File: src/rtl/ra_pkg.sv
package ra_pkg;

    typedef enum logic [1:0] {
        OP_NONE       = 2'd0,
        OP_GET_RESV   = 2'd1,
        OP_PUT_COND   = 2'd2,
        OP_PUT_ALWAYS = 2'd3
    } ra_op_e;

    typedef enum logic [1:0] {
        ST_IDLE      = 2'd0,
        ST_FETCH     = 2'd1,
        ST_WR_COND   = 2'd2,
        ST_WR_UNCOND = 2'd3
    } ra_state_e;

    localparam logic [1:0] STAT_COND_FAIL = 2'd0;
    localparam logic [1:0] STAT_COND_OK   = 2'd1;
    localparam logic [1:0] STAT_GET_DONE  = 2'd2;
    localparam logic [1:0] STAT_PUT_DONE  = 2'd3;

endpackage

File: src/rtl/ra_line_match.sv
module ra_line_match #(
    parameter int TAG_W = 25
) (
    input  logic             en,
    input  logic [TAG_W-1:0] a_tag,
    input  logic [TAG_W-1:0] b_tag,
    output logic             hit
);
    always_comb begin
        hit = en && (a_tag == b_tag);
    end
endmodule

File: src/rtl/ra_snoop_filter.sv
module ra_snoop_filter #(
    parameter int TAG_W = 25
) (
    input  logic             snp_valid,
    input  logic             snp_self,
    input  logic [TAG_W-1:0] snp_tag,
    input  logic             resv_valid,
    input  logic [TAG_W-1:0] resv_tag,
    input  logic [TAG_W-1:0] cmd_tag,
    input  logic [TAG_W-1:0] pend_tag,
    output logic             kill_resv,
    output logic             hit_cmd,
    output logic             hit_pend
);
    localparam int N_CMP = 3;

    logic             foreign;
    logic [TAG_W-1:0] cmp_tag [N_CMP];
    logic [N_CMP-1:0] cmp_en;
    logic [N_CMP-1:0] cmp_hit;

    always_comb begin
        foreign    = snp_valid && !snp_self;
        cmp_tag[0] = resv_tag;
        cmp_tag[1] = cmd_tag;
        cmp_tag[2] = pend_tag;
        cmp_en[0]  = foreign && resv_valid;
        cmp_en[1]  = foreign;
        cmp_en[2]  = foreign;
    end

    for (genvar g = 0; g < N_CMP; g++) begin : g_cmp
        ra_line_match #(.TAG_W(TAG_W)) u_match (
            .en    (cmp_en[g]),
            .a_tag (snp_tag),
            .b_tag (cmp_tag[g]),
            .hit   (cmp_hit[g])
        );
    end

    always_comb begin
        kill_resv = cmp_hit[0];
        hit_cmd   = cmp_hit[1];
        hit_pend  = cmp_hit[2];
    end
endmodule

File: src/rtl/ra_resv_reg.sv
module ra_resv_reg #(
    parameter int TAG_W = 25
) (
    input  logic             clk,
    input  logic             rst_n,
    input  logic             clr,
    input  logic             set,
    input  logic [TAG_W-1:0] set_tag,
    input  logic             kill,
    input  logic             fetch_lost,
    output logic             valid,
    output logic [TAG_W-1:0] tag,
    output logic             lost_evt
);
    always_ff @(posedge clk) begin
        if (!rst_n) begin
            valid    <= 1'b0;
            tag      <= '0;
            lost_evt <= 1'b0;
        end else begin
            lost_evt <= (valid && kill) || fetch_lost;
            if (set) begin
                valid <= 1'b1;
                tag   <= set_tag;
            end else if (clr || kill) begin
                valid <= 1'b0;
            end
        end
    end
endmodule

File: src/rtl/ra_ctrl_fsm.sv
module ra_ctrl_fsm
    import ra_pkg::*;
#(
    parameter int TAG_W = 25
) (
    input  logic             clk,
    input  logic             rst_n,
    input  logic             cmd_valid,
    input  logic [1:0]       cmd_op,
    input  logic [TAG_W-1:0] cmd_tag,
    input  logic             mem_done,
    input  logic             resv_valid,
    input  logic [TAG_W-1:0] resv_tag,
    input  logic             kill_now,
    input  logic             snp_hit_cmd,
    input  logic             snp_hit_pend,
    output logic             cmd_ready,
    output logic             mem_req,
    output logic             mem_we,
    output logic [TAG_W-1:0] pend_tag,
    output logic             resv_clr,
    output logic             resv_set,
    output logic             fetch_lost,
    output logic             stat_valid,
    output logic [1:0]       stat_code,
    output ra_state_e        state
);
    ra_state_e  state_q, state_d;
    logic [TAG_W-1:0] pend_tag_q;
    logic       pend_hit_q;
    logic       stat_valid_q;
    logic [1:0] stat_code_q;

    logic accept;
    logic cond_ok;
    logic done;
    logic taint;

    always_comb begin
        accept  = cmd_valid && (state_q == ST_IDLE) && (cmd_op != OP_NONE);
        cond_ok = resv_valid && (resv_tag == cmd_tag) && !kill_now;
        done    = mem_done && (state_q != ST_IDLE);
        taint   = pend_hit_q || snp_hit_pend;
    end

    // next state
    always_comb begin
        state_d = state_q;
        unique case (state_q)
            ST_IDLE: begin
                if (accept) begin
                    unique case (ra_op_e'(cmd_op))
                        OP_GET_RESV:   state_d = ST_FETCH;
                        OP_PUT_COND:   state_d = cond_ok ? ST_WR_COND : ST_IDLE;
                        OP_PUT_ALWAYS: state_d = ST_WR_UNCOND;
                        default:       state_d = ST_IDLE;
                    endcase
                end
            end
            ST_FETCH, ST_WR_COND, ST_WR_UNCOND: begin
                if (done) state_d = ST_IDLE;
            end
            default: state_d = ST_IDLE;
        endcase
    end

    // state register
    always_ff @(posedge clk) begin
        if (!rst_n) state_q <= ST_IDLE;
        else        state_q <= state_d;
    end

    // outputs and per-command bookkeeping
    always_ff @(posedge clk) begin
        if (!rst_n) begin
            pend_tag_q   <= '0;
            pend_hit_q   <= 1'b0;
            stat_valid_q <= 1'b0;
            stat_code_q  <= STAT_COND_FAIL;
        end else begin
            stat_valid_q <= 1'b0;
            if (accept) begin
                pend_tag_q <= cmd_tag;
                pend_hit_q <= snp_hit_cmd;
                if ((ra_op_e'(cmd_op) == OP_PUT_COND) && !cond_ok) begin
                    stat_valid_q <= 1'b1;
                    stat_code_q  <= STAT_COND_FAIL;
                end
            end else if (state_q == ST_FETCH) begin
                pend_hit_q <= taint;
            end
            if (done) begin
                stat_valid_q <= 1'b1;
                unique case (state_q)
                    ST_FETCH:     stat_code_q <= STAT_GET_DONE;
                    ST_WR_COND:   stat_code_q <= STAT_COND_OK;
                    ST_WR_UNCOND: stat_code_q <= STAT_PUT_DONE;
                    default:      stat_code_q <= stat_code_q;
                endcase
            end
        end
    end

    always_comb begin
        cmd_ready  = (state_q == ST_IDLE);
        mem_req    = (state_q != ST_IDLE);
        mem_we     = (state_q == ST_WR_COND) || (state_q == ST_WR_UNCOND);
        pend_tag   = pend_tag_q;
        resv_clr   = accept && ((ra_op_e'(cmd_op) == OP_GET_RESV) ||
                                (ra_op_e'(cmd_op) == OP_PUT_COND));
        resv_set   = (state_q == ST_FETCH) && done && !taint;
        fetch_lost = (state_q == ST_FETCH) && done && taint;
        stat_valid = stat_valid_q;
        stat_code  = stat_code_q;
        state      = state_q;
    end
endmodule

File: src/rtl/ra_atomic_unit.sv
module ra_atomic_unit
    import ra_pkg::*;
#(
    parameter int ADDR_W     = 32,
    parameter int LINE_BYTES = 128
) (
    input  logic              clk,
    input  logic              rst_n,
    input  logic              cmd_valid,
    input  logic [1:0]        cmd_op,
    input  logic [ADDR_W-1:0] cmd_addr,
    output logic              cmd_ready,
    output logic              mem_req,
    output logic              mem_we,
    output logic [ADDR_W-1:0] mem_addr,
    input  logic              mem_done,
    input  logic              snp_valid,
    input  logic [ADDR_W-1:0] snp_addr,
    input  logic              snp_self,
    output logic              evt_resv_lost,
    output logic              stat_valid,
    output logic [1:0]        stat_code
);
    localparam int OFS_W = $clog2(LINE_BYTES);
    localparam int TAG_W = ADDR_W - OFS_W;

    logic [TAG_W-1:0] cmd_tag;
    logic [TAG_W-1:0] snp_tag;
    logic [TAG_W-1:0] pend_tag;
    logic [TAG_W-1:0] resv_tag;
    logic             resv_valid;
    logic             kill_now;
    logic             hit_cmd;
    logic             hit_pend;
    logic             resv_clr;
    logic             resv_set;
    logic             fetch_lost;
    ra_state_e        fsm_state;

    always_comb begin
        cmd_tag  = cmd_addr[ADDR_W-1:OFS_W];
        snp_tag  = snp_addr[ADDR_W-1:OFS_W];
        mem_addr = {pend_tag, {OFS_W{1'b0}}};
    end

    ra_snoop_filter #(.TAG_W(TAG_W)) u_snoop (
        .snp_valid  (snp_valid),
        .snp_self   (snp_self),
        .snp_tag    (snp_tag),
        .resv_valid (resv_valid),
        .resv_tag   (resv_tag),
        .cmd_tag    (cmd_tag),
        .pend_tag   (pend_tag),
        .kill_resv  (kill_now),
        .hit_cmd    (hit_cmd),
        .hit_pend   (hit_pend)
    );

    ra_resv_reg #(.TAG_W(TAG_W)) u_resv (
        .clk        (clk),
        .rst_n      (rst_n),
        .clr        (resv_clr),
        .set        (resv_set),
        .set_tag    (pend_tag),
        .kill       (kill_now),
        .fetch_lost (fetch_lost),
        .valid      (resv_valid),
        .tag        (resv_tag),
        .lost_evt   (evt_resv_lost)
    );

    ra_ctrl_fsm #(.TAG_W(TAG_W)) u_fsm (
        .clk          (clk),
        .rst_n        (rst_n),
        .cmd_valid    (cmd_valid),
        .cmd_op       (cmd_op),
        .cmd_tag      (cmd_tag),
        .mem_done     (mem_done),
        .resv_valid   (resv_valid),
        .resv_tag     (resv_tag),
        .kill_now     (kill_now),
        .snp_hit_cmd  (hit_cmd),
        .snp_hit_pend (hit_pend),
        .cmd_ready    (cmd_ready),
        .mem_req      (mem_req),
        .mem_we       (mem_we),
        .pend_tag     (pend_tag),
        .resv_clr     (resv_clr),
        .resv_set     (resv_set),
        .fetch_lost   (fetch_lost),
        .stat_valid   (stat_valid),
        .stat_code    (stat_code),
        .state        (fsm_state)
    );
endmodule

File: config.mk
export PLATFORM = sky130hd
export DESIGN_NAME = ra_atomic_unit
export DESIGN_NICKNAME = d
export VERILOG_FILES = /design/src/rtl/ra_pkg.sv /design/src/rtl/ra_line_match.sv /design/src/rtl/ra_snoop_filter.sv /design/src/rtl/ra_resv_reg.sv /design/src/rtl/ra_ctrl_fsm.sv /design/src/rtl/ra_atomic_unit.sv
export SDC_FILE = /design/constraint.sdc
export NUM_CORES = 1
export LEC_CHECK = 0
export ABC_AREA = 1
export BUFFER_PORTS_ARGS = -buffer_cell sky130_fd_sc_hd__buf_2
export CAP_MARGIN = 20
export CORE_ASPECT_RATIO = 1.75
export CORE_UTILIZATION = 30
export DETAILED_ROUTE_END_ITERATION = 8
export SYNTH_ARGS = -nofsm -noshare
export SYNTH_HDL_FRONTEND = slang
export SYNTH_SLANG_ARGS = --single-unit
File: constraint.sdc
create_clock -name clk -period 2 [get_ports clk]
set_input_delay 0.1 -clock clk [delete_from_list [all_inputs] [get_ports clk]]
set_output_delay 0.1 -clock clk [all_outputs]
set_load 0.02 [all_outputs]
==> impl_results.md <==
* Outcome: finished clean
* Top cells by area, synth: dfxtp_1, nand2_1, inv_1
* Leakage power at 2.610 nW
* Post CTS Setup Buffer Count at 0
* Top cells by count, synth: nand2_1, inv_1, nor2_1, dfxtp_1, nand4_1
* Layout area overhead at 22.81%
* DP HPWL at approximately 10000 microns
* Max Freq at approximately 590 MHz
* Die width at around 90 microns
* Critical path class: flip-flop to flip-flop
* RR Startpoint: u_fsm.pend_tag[5]$_SDFFE_PN0P_
* R2R setup slack at 310 ps
* Synth Flop Type: dfxtp_1
* Post-route DRC at 0
* Cells after synthesis at approximately 690
* Core box area at 0.01338 sq mm
* Fin crit share at 0.8437
* Library cells used by synthesis at 32
* Count leader, synth: nand2_1
* Final Max Tran Viols at 0
* Number of buffers added on ports at just under 90
* Seq/Total Area, Yosys at 0.2826
* Via/cell ratio at ~4.5
* Crit path from: u_fsm.pend_tag[5]$_SDFFE_PN0P_
* Period minus WS final at 1687 ps
* Startpoint types: flip-flop
* VDD IR-drop max at roughly 0.36 mV
* Final WL at roughly 13000 microns
* Wire per inst at between 10 and 15 microns
* Final setup fails at 0
* Largest net degree at the start of global routing at just over 40
* Vias in the first global route at just over 4000
* Post-CTS Hold Buffers at 0
* Row cnt at 56
* YS warnings at 0
* Share of cells above drive strength 1 at 0.2158
* Yosys top cell area share at 0.2826
* Filler Cell Count at around 1500
* Worst Path Max Fanout at 15
* Starting Density at 0.3070
* Chip Height at 156.8 microns
* Initial antenna violation count at 0
* H-Tree Depth at 3
* Cell Area, Synth at approximately 0.0041 sq mm
* Die Area at around 0.014 sq mm
* Post-synth EDFFs at 0
* Placed Cells at 941
* Sink Count at a little under 60
* Max Cap Violations at 0
* GRT overflow at 0
* Async SR Flop Fraction at 0
* DR vias at 4354
* Min-Delay Path Class: input pin to flip-flop
* Post-route cell area at just over 0.005 sq mm
* Layout Skew at 5.824 ps
* Gr usage total at 0.1894
* Final hold viol count at 0
* Router iterations before antenna repair at 4
* Reg clk slew, reported paths at 50 ps
* Post-DP Area at 0.004741 sq mm
* Worst EP required at roughly 2300 ps
* Global-route wire length before repair at between 20000 and 25000 microns
* CTS tree: done
* Crit path capture type: flip-flop
* Mapped Avg Cell Area at 5.990 sq um
* Worst r2r path cells at 11
* Clock Tree Root: clkbuf_16
* Critical Path AT at approximately 2000 ps
* RSZ-0062 raised after global routing: no
* Area leader, netlist: dfxtp_1
* Pwr/cell area at just over 700 mW/mm^2
* CTS max path bufs at 2
* IO Count at 111
* Num CTS Buffers at 9
* Critical Path End: u_resv.tag[7]$_SDFFE_PN0P_
* Post-CTS sizing at 0
* Antenna diodes at 0
* Skew-Pair Late Insertion Delay at approximately 330 ps
* Setup tns final at 0 ps
* Min-delay src: cmd_addr[17]
* Routed Antenna Nets at 0
* Worst r2r dst: u_resv.tag[7]$_SDFFE_PN0P_
* GP Congestion at ~0.9
* Hold WS at between 40 and 50 ps
* 1st-iter DRT viols at roughly 250
* Final net count at between 800 and 900
* Finished Layout Cells at 957
* #FFs+latches synth at 58
per-stage QoR:
step,setup slack [ps],utilization,total power [mW]
after global routing,96.86,0.3771,3.810
after global placement,331.8,0.3542,2.074
after floorplan,393.2,-,1.791
final,312.6,0.3771,3.646
after CTS,298.7,0.3771,3.673
after detailed placement,316.3,0.3542,2.077
area by class of cell:
type                    instances  area (sq um)  share of cell area
repair buffers                101         560.5              0.1111
multi-input cells             478          2313              0.4585
inverters                     130         488.0             0.09670
clock buffers                  11         252.7             0.05009
well taps                     174         217.7             0.04314
clock inverters                 5         52.55             0.01041
flip-flops and latches         58          1161              0.2301
registers in the layout, indices dropped and copies added (netlist names):
register	cells
u_resv.valid	1
u_resv.lost_evt	1
u_fsm.stat_valid	1
u_fsm.pend_hit_q	1
u_fsm.stat_code	2
u_fsm.state	2
u_resv.tag	25
u_fsm.pend_tag	25
routing by layer:
| metal | share of wire | wire, microns | global-route usage |
|---|---|---|---|
| met2 | 0.54 | 7153 | 0.3618 |
| met4 | 0.035 | 463 | 0.09601 |
| met1 | 0.38 | 4995 | 0.1995 |
| met5 | 0 | 0 | 0 |
| met3 | 0.042 | 547 | 0.02478 |
kinds of logic after synthesis:
logic type / count (synthesis) / synth area share
xor+xnor: 28 / 0.05968
simple gates: 364 / 0.3870
compound gates: 75 / 0.09622
buf+inv: 156 / 0.1614
flops: 58 / 0.2826
fa+ha+maj: 4 / 0.01218
other cells: 1 / 0.0009126
cell usage in the layout, fill, tap and decap left out:
cell and n:
nor3_2 1, o22ai_1 9, o22ai_2 1, nor3_4 1, nand2_4 1, buf_12 2, clkinvlp_4 1, o21ai_0 30
ha_1 4, nor3_1 1, inv_1 112, nor2_1 66, a31oi_1 1, clkinv_2 3, bufinv_16 1, nor2_2 9
clkbuf_8 2, nand3_4 1, xnor2_1 13, nand3_1 10, nand3b_1 1, dfxtp_1 58, xor2_1 15, conb_1 7
or2_1 1, inv_2 18, nor4_1 1, buf_2 89, clkbuf_16 9, a21oi_1 34, buf_4 10, nand2_1 213
nand4_1 38, nand2_2 20
power breakdown:
| group | internal [mW] | switching, mW | total (mW) |
|---|---|---|---|
| combinational | 0.272 | 0.488 | 0.759 |
| sequential | 1.23 | 0.0680 | 1.29 |
| clock | 1.02 | 0.568 | 1.59 |
| total | 2.52 | 1.12 | 3.65 |
how the worst min path moves through the flow:
stage / end / cells past startpoint
2_1_floorplan: u_fsm.stat_code[1]$_SDFFE_PN0P_ / 2
3_3_place_gp: u_fsm.stat_code[0]$_SDFFE_PN0P_ / 3
3_5_place_dp: u_fsm.pend_tag[10]$_SDFFE_PN0P_ / 3
4_1_cts: u_fsm.pend_tag[10]$_SDFFE_PN0P_ / 3
5_1_grt: u_fsm.stat_code[0]$_SDFFE_PN0P_ / 3
6_report: u_fsm.pend_tag[10]$_SDFFE_PN0P_ / 3
critical path, cell delays in order (launching register included):
cell	delay (ps)
dfxtp_1	390
inv_1	80
nand2_1	60
nand4_1	170
nor3_2	140
nand2_1	80
nor2_2	120
nand2_4	120
buf_4	230
nand4_1	90
nand2_1	70
nor2_1	80
(Power assumes the default switching activity.)
